`src/rtl/xpc_pkg.sv`:
```
package xpc_pkg;
  localparam int MAX_TRUNKS = 6;
  localparam int BYTE_W     = 8;

  typedef enum logic [1:0] {
    OP_IDLE  = 2'd0,
    OP_WRITE = 2'd1,
    OP_READ  = 2'd2,
    OP_CLEAR = 2'd3
  } cmd_op_e;

  typedef struct packed {
    logic loadOut;
    logic pulse;
    logic readOk;
    logic readBad;
    logic clearFlags;
  } strobe_t;
endpackage

```
`src/rtl/xpc_ctrl.sv`:
```
module xpc_ctrl
  import xpc_pkg::*;
#(
  parameter int NUM_TRUNKS   = 6,
  parameter int GRACE_CYCLES = 50000
) (
  input  logic       clk,
  input  logic       rstN,
  input  logic       cmdValid,
  input  logic [1:0] cmdOp,
  input  logic [2:0] cmdIdx,
  input  logic       pwrFailDetect,
  input  logic       pwrRestored,
  output strobe_t    stb,
  output logic       pfWarn,
  output logic       graceDone
);
  localparam int CNT_W = $clog2(GRACE_CYCLES + 1);
  localparam logic [CNT_W-1:0] LAST = CNT_W'(GRACE_CYCLES - 1);

  typedef enum logic [1:0] {PW_NORMAL, PW_GRACE, PW_DONE} pw_state_e;

  pw_state_e pwState;
  logic [CNT_W-1:0] graceCnt;
  logic idxOk;

  assign idxOk = (cmdIdx != 3'd0) && (cmdIdx <= 3'(NUM_TRUNKS));

  always_comb begin
    stb = '0;
    if (cmdValid) begin
      unique case (cmd_op_e'(cmdOp))
        OP_WRITE: begin stb.loadOut = 1'b1; stb.pulse = 1'b1; end
        OP_READ:  begin stb.readOk = idxOk; stb.readBad = !idxOk; end
        OP_CLEAR: stb.clearFlags = 1'b1;
        default:  ;
      endcase
    end
  end

  always_ff @(posedge clk) begin
    if (!rstN) begin
      pwState  <= PW_NORMAL;
      graceCnt <= '0;
    end else begin
      unique case (pwState)
        PW_NORMAL: if (pwrFailDetect) begin
          pwState  <= PW_GRACE;
          graceCnt <= '0;
        end
        PW_GRACE: begin
          if (graceCnt == LAST) pwState <= PW_DONE;
          else graceCnt <= graceCnt + 1'b1;
        end
        PW_DONE: if (pwrRestored) pwState <= PW_NORMAL;
        default: pwState <= PW_NORMAL;
      endcase
    end
  end

  assign pfWarn    = (pwState == PW_NORMAL);
  assign graceDone = (pwState == PW_DONE);
endmodule

```
`src/rtl/xpc_datapath.sv`:
```
module xpc_datapath
  import xpc_pkg::*;
#(
  parameter int NUM_TRUNKS = 6
) (
  input  logic                         clk,
  input  logic                         rstN,
  input  strobe_t                      stb,
  input  logic [BYTE_W-1:0]            cmdData,
  input  logic [MAX_TRUNKS-1:0]        cmdMask,
  input  logic [2:0]                   cmdIdx,
  input  logic [MAX_TRUNKS*BYTE_W-1:0] staticIn,
  input  logic [MAX_TRUNKS-1:0]        rdPermit,
  input  logic [MAX_TRUNKS-1:0]        extSigIn,
  output logic [BYTE_W-1:0]            staticOut,
  output logic [MAX_TRUNKS-1:0]        sigOut,
  output logic [BYTE_W-1:0]            rdData,
  output logic                         rdValid,
  output logic                         rdErr,
  output logic [MAX_TRUNKS-1:0]        intFlags
);
  localparam logic [MAX_TRUNKS-1:0] INSTALLED = MAX_TRUNKS'((1 << NUM_TRUNKS) - 1);

  logic [BYTE_W-1:0] lane [MAX_TRUNKS];
  logic [BYTE_W-1:0] selByte;
  logic [MAX_TRUNKS-1:0] syncA, syncB, syncC, riseEv;

  always_ff @(posedge clk) begin
    if (!rstN) begin
      staticOut <= '0;
      sigOut    <= '0;
    end else begin
      if (stb.loadOut) staticOut <= cmdData;
      sigOut <= stb.pulse ? (cmdMask & INSTALLED) : '0;
    end
  end

  for (genvar i = 0; i < MAX_TRUNKS; i++) begin : g_trunk
    if (i < NUM_TRUNKS) begin : g_on
      assign lane[i] = rdPermit[i] ? staticIn[i*BYTE_W +: BYTE_W] : '0;
      always_ff @(posedge clk) begin
        if (!rstN) begin
          syncA[i] <= 1'b0; syncB[i] <= 1'b0; syncC[i] <= 1'b0;
        end else begin
          syncA[i] <= extSigIn[i];
          syncB[i] <= syncA[i];
          syncC[i] <= syncB[i];
        end
      end
      assign riseEv[i] = syncB[i] & ~syncC[i];
    end else begin : g_off
      assign lane[i]   = '0;
      assign syncA[i]  = 1'b0;
      assign syncB[i]  = 1'b0;
      assign syncC[i]  = 1'b0;
      assign riseEv[i] = 1'b0;
    end
  end

  always_comb begin
    selByte = '0;
    for (int i = 0; i < MAX_TRUNKS; i++)
      if (cmdIdx == 3'(i + 1)) selByte = lane[i];
  end

  always_ff @(posedge clk) begin
    if (!rstN) begin
      rdData   <= '0;
      rdValid  <= 1'b0;
      rdErr    <= 1'b0;
      intFlags <= '0;
    end else begin
      rdValid <= stb.readOk | stb.readBad;
      rdErr   <= stb.readBad;
      if (stb.readOk)  rdData <= selByte;
      if (stb.readBad) rdData <= '0;
      intFlags <= ((intFlags & ~(stb.clearFlags ? cmdMask : '0)) | riseEv) & INSTALLED;
    end
  end
endmodule

```
`src/rtl/xpc_trunk_port.sv`:
```
module xpc_trunk_port
  import xpc_pkg::*;
#(
  parameter int NUM_TRUNKS   = 6,
  parameter int GRACE_CYCLES = 50000
) (
  input  logic        clk,
  input  logic        rstN,
  input  logic        cmdValid,
  input  logic [1:0]  cmdOp,
  input  logic [7:0]  cmdData,
  input  logic [5:0]  cmdMask,
  input  logic [2:0]  cmdIdx,
  input  logic [47:0] staticIn,
  input  logic [5:0]  rdPermit,
  input  logic [5:0]  extSigIn,
  input  logic        pwrFailDetect,
  input  logic        pwrRestored,
  output logic [7:0]  staticOut,
  output logic [5:0]  sigOut,
  output logic [7:0]  rdData,
  output logic        rdValid,
  output logic        rdErr,
  output logic [5:0]  intFlags,
  output logic        pfWarn,
  output logic        graceDone
);
  strobe_t stb;

  xpc_ctrl #(.NUM_TRUNKS(NUM_TRUNKS), .GRACE_CYCLES(GRACE_CYCLES)) u_ctrl (
    .clk(clk), .rstN(rstN), .cmdValid(cmdValid), .cmdOp(cmdOp), .cmdIdx(cmdIdx),
    .pwrFailDetect(pwrFailDetect), .pwrRestored(pwrRestored),
    .stb(stb), .pfWarn(pfWarn), .graceDone(graceDone)
  );

  xpc_datapath #(.NUM_TRUNKS(NUM_TRUNKS)) u_dp (
    .clk(clk), .rstN(rstN), .stb(stb), .cmdData(cmdData), .cmdMask(cmdMask),
    .cmdIdx(cmdIdx), .staticIn(staticIn), .rdPermit(rdPermit), .extSigIn(extSigIn),
    .staticOut(staticOut), .sigOut(sigOut), .rdData(rdData), .rdValid(rdValid),
    .rdErr(rdErr), .intFlags(intFlags)
  );
endmodule

```
`config.mk`:
```
export PLATFORM = sky130hd
export DESIGN_NAME = xpc_trunk_port
export DESIGN_NICKNAME = d
export VERILOG_FILES = /design/src/rtl/xpc_pkg.sv /design/src/rtl/xpc_ctrl.sv /design/src/rtl/xpc_datapath.sv /design/src/rtl/xpc_trunk_port.sv
export SDC_FILE = /design/constraint.sdc
export NUM_CORES = 1
export LEC_CHECK = 0
export BUFFER_PORTS_ARGS = -buffer_cell sky130_fd_sc_hd__buf_4
export CAP_MARGIN = 5
export CORE_MARGIN = 2
export CORE_UTILIZATION = 45
export DETAILED_ROUTE_END_ITERATION = 8
export PLACE_DENSITY = 0.78
export SLEW_MARGIN = 40
export SYNTH_ARGS = -nofsm -noshare
export SYNTH_HDL_FRONTEND = slang
export SYNTH_SLANG_ARGS = --single-unit
```
`constraint.sdc`:
```
create_clock -name clk -period 2.08 [get_ports clk]
set_clock_uncertainty 0.1 [all_clocks]
set_input_delay 0.208 -clock clk [delete_from_list [all_inputs] [get_ports clk]]
set_output_delay 0.208 -clock clk [all_outputs]
set_load 0.02 [all_outputs]
```
==> run summary <==
• **TritonCTS buffer count** 9
• **final setup violation count** 0
• **total leakage power** 1.858 nW
• **maximum vdd ir drop** 0.6215 mV
• **sort of element at the start of the critical path** flip-flop
• **share of final-layout standard cells stronger than drive strength 1** 0.3224
• **number of cell instances on the worst register-to-register path** 4
• **headroom to the max-slew limit** 0.5835
• **sum of net half-perimeters after detailed placement** 5.956 mm
• **WL per Instance** 15.06 µm
• **non-filler cells in the finished layout** 536
• **clock tree from TritonCTS** yes
• **Tightest Hold Check Type** in2reg
• **clock-pin slew reported for the worst setup and hold paths after clock tree synthesis** 0.08 ns
• **number of search-and-repair iterations in the first detailed-routing pass** 5
• **startpoint of the worst-slack reg-to-reg timing path** u_ctrl.graceCnt[7]
• **Synth Warn #** 0
• **post-route DRC violation count** 0
• **Final ANT Viol Nets** 0
• **horizontal die dimension** 84.44 µm
• **Area Overhead vs Synth** 45.12%
• **Critical Path RT** 2.21 ns
• **maximum fanout along the worst path** 9
• **nature of the critical path endpoint** flip-flop
• **Async S/R FF share, synth** 0
• **Layout Nets** 539
• **Initial Utilization** 0.4612
• **row count** 29
• **power share of the clock group** 0.443
• **relative contribution of combinational cells to total power** 0.119
• **part of the Yosys area used for sequential elements** 0.4538
• **maximum level of the CTS H-tree** 3
• **cell area after synthesis** 2912 µm²
• **post-detailed-routing wire length** 8.072 mm
• **arrival time worst endpoint** 2.13 ns
• **Clock Sink Count** 66
• **switching power total** 698.9 µW
• **die area** 7129 µm²
• **switching share of power** 0.2328
• **initial antenna violation count** 0
• **pin count of the biggest net entering global routing** 28
• **total nets after synthesis** 413
• **chip height** 84.44 µm
• **number of violations of the max-capacitance limit** 0
• **setup slack, reg-to-reg** 0.09 ns
• **fmax** 0.5013 GHz
• **fin. max-slew vios** 0
• **unrepaired setup endpoints after global routing** false
• **Via Count** 2916
• **Internal Pwr Total** 2.303 mW
• **Worst Setup Path Type** reg2reg
• **Pwr Density** 710.5 nW/µm²
• **minimum clock period** 1.995 ns
• **crit path capture** u_ctrl.graceCnt[7]
• **vias in the first global route** 2944
• **Setup Fix Bufs, Post-CTS** 0
• **worst skew pair latency** 0.35 ns
• **count of inserted antenna diode cells** 0
• **count of flip-flops with a built-in enable after synthesis** 0
• **slew at the pin closest to its max-slew limit** 0.6234 ns
• **IO Port Bufs** 115
• **syn_area_per_cell** 8.877 µm²
• **worst r2r dst** u_ctrl.graceCnt[7]
• **remaining global-route overflow** 0
• **dominant synthesized flop cell** sky130_fd_sc_hd__dfxtp_1
• **total negative slack for setup checks** 0 ns
• **Core Box Area** 6314 µm²
• **io pins** 116
• **placer congestion estimate** 0.9417
• **per-cell via count in the routed design** 5.440
• **global-route total usage across every layer** 0.2330
• **post-route clock period utilization** 0.9591
• **Flop pwr share** 0.437
• **global-route wire length before repair** 13.30 mm
• **instance count of the mapped netlist** 328
• **distinct cell type count after synthesis** 44
• **synthesis-stage register bit count** 66
• **cell count after placement** 510
• **run status** finished clean
• **final number of hold-violating endpoints** 0
• **DRC marker count from the first detailed-route iteration** 228
• **beginning of the critical path** u_ctrl.graceCnt[7]
• **buffers from clock root to sink, at most** 2
• **clock root buffer** sky130_fd_sc_hd__clkbuf_8
==> critical path, cell delays in order (launching register included) <==
cell,delay (ns)
sky130_fd_sc_hd__dfxtp_1,0.36
sky130_fd_sc_hd__or4b_4,0.57
sky130_fd_sc_hd__o41ai_4,0.58
sky130_fd_sc_hd__nor4_1,0.13
sky130_fd_sc_hd__mux2i_1,0.14
==> layout make-up <==
class	count	area [µm²]
tap	77	96.34
clock inverter	7	125.1
timing repair buffer	132	1016
sequential	66	1321
fill	526	2088
clock buffer	9	123.9
multi-input combinational	241	1528
inverter	4	15.01
==> metrics by stage <==
stage | cell area, µm² | util | hold slack, ns | setup WS (ns) | power, mW
floorplan | 2912 | - | 0.2353 | 0.2050 | 1.488
global placement | 3859 | 0.6112 | 0.3139 | 0.1300 | 1.672
detailed placement | 3865 | 0.6122 | 0.3191 | 0.1213 | 1.680
CTS | 4214 | 0.6675 | 0.002802 | 0.1006 | 3.022
global route | 4225 | 0.6692 | 0.01181 | 0.01369 | 3.120
finish | 4225 | 0.6692 | 0.01446 | 0.08506 | 3.002
==> power groups by stage <==
stage / Combinational [mW] / Sequential (mW) / Clock, mW
6_report: 0.358 / 1.31 / 1.33
5_1_grt: 0.389 / 1.32 / 1.41
4_1_cts: 0.355 / 1.31 / 1.35
3_5_place_dp: 0.338 / 1.34 / 0
3_3_place_gp: 0.332 / 1.34 / 0
2_1_floorplan: 0.130 / 1.36 / 0
==> cells in the final DEF (no fill, tap or decap), drive strengths merged, types with 2 or more instances in the layout <==
cell	count
o21ai	6
clkinv	3
o31ai	2
dfxtp	66
nand3b	3
inv	5
mux2i	2
nor3b	2
a22o	8
and2	18
or3	5
bufinv	3
dlygate4sd3	10
nor2b	18
or4b	2
or4	7
buf	122
nand3	14
a21o	8
nor4	5
a21boi	11
nand2	41
clkbuf	9
a21oi	20
nor4bb	2
a22oi	16
o211ai	3
xnor2	3
and3	9
nand4	5
nor2	14
nand2b	3
and4b	3
or2	2
==> repair_timing <==
| item | CTS | global route |
|---|---|---|
| hold buffers | 10 | 0 |
| resized for setup | 0 | 1 |
| hold endpoints to repair | 10 | 0 |
| setup endpoints to repair | 0 | 1 |
==> how the worst min path moves through the flow <==
stage / from / to / slack, ns / depth (start not counted)
2_1_floorplan: extSigIn[0] / u_dp.syncA[0] / 0.24 / 1
5_1_grt: cmdMask[4] / u_dp.sigOut[4] / 0.01 / 2
6_report: cmdData[0] / u_dp.staticOut[0] / 0.01 / 3
3_5_place_dp: u_dp.syncA[3] / u_dp.syncB[3] / 0.32 / 1
4_1_cts: cmdData[0] / u_dp.staticOut[0] / 0.003 / 3
3_3_place_gp: u_dp.syncA[5] / u_dp.syncB[5] / 0.31 / 1
==> cells by family after synthesis <==
| logic type | count (synthesis) | share of synthesized area |
|---|---|---|
| AOI/OAI and AO/OA | 78 | 0.1900 |
| and+or+nand+nor | 156 | 0.3055 |
| buffers and inverters | 21 | 0.02750 |
| xor gates and xnor gates | 4 | 0.01203 |
| muxes | 2 | 0.006876 |
| DFF | 66 | 0.4538 |
| adders and majority gates | 1 | 0.004297 |
==> layer usage <==
layer  up-vias  track usage  part of all wire
li1       1422            -                 -
met1      1351       0.2721              0.41
met2       106       0.3939              0.49
met3        37      0.06883             0.055
met4         0       0.1082             0.043
met5         -            0                 0
==> cells in the mapped netlist (all sizes together) (3+ instances only) <==
| library cell | number | area share |
|---|---|---|
| nand3 | 14 | 0.026 |
| or3 | 5 | 0.011 |
| clkbuf | 12 | 0.015 |
| a21oi | 20 | 0.034 |
| nand3b | 3 | 0.0077 |
| a22oi | 16 | 0.041 |
| nor4 | 5 | 0.016 |
| a21o | 8 | 0.021 |
| and2 | 18 | 0.039 |
| xnor2 | 3 | 0.0090 |
| dfxtp | 66 | 0.45 |
| a21boi | 11 | 0.028 |
| o211ai | 3 | 0.0077 |
| o21ai | 6 | 0.010 |
| and4b | 3 | 0.010 |
| or4 | 7 | 0.018 |
| inv | 4 | 0.0052 |
| nand2b | 3 | 0.0064 |
| nor2b | 18 | 0.039 |
| nor2 | 14 | 0.018 |
| buf | 5 | 0.0069 |
| and3 | 9 | 0.019 |
| nand4 | 5 | 0.011 |
| nand2 | 41 | 0.053 |
| a22o | 8 | 0.024 |
==> flip-flops by register name, indices dropped and copies added (netlist names) <==
register	count
u_ctrl.graceCnt	16
u_ctrl.pwState	2
u_dp.intFlags	6
u_dp.rdData	8
u_dp.rdErr	1
u_dp.rdValid	1
u_dp.sigOut	6
u_dp.staticOut	8
u_dp.syncA	6
u_dp.syncB	6
u_dp.syncC	6
Note: power is estimated with default switching activity, not from simulation.
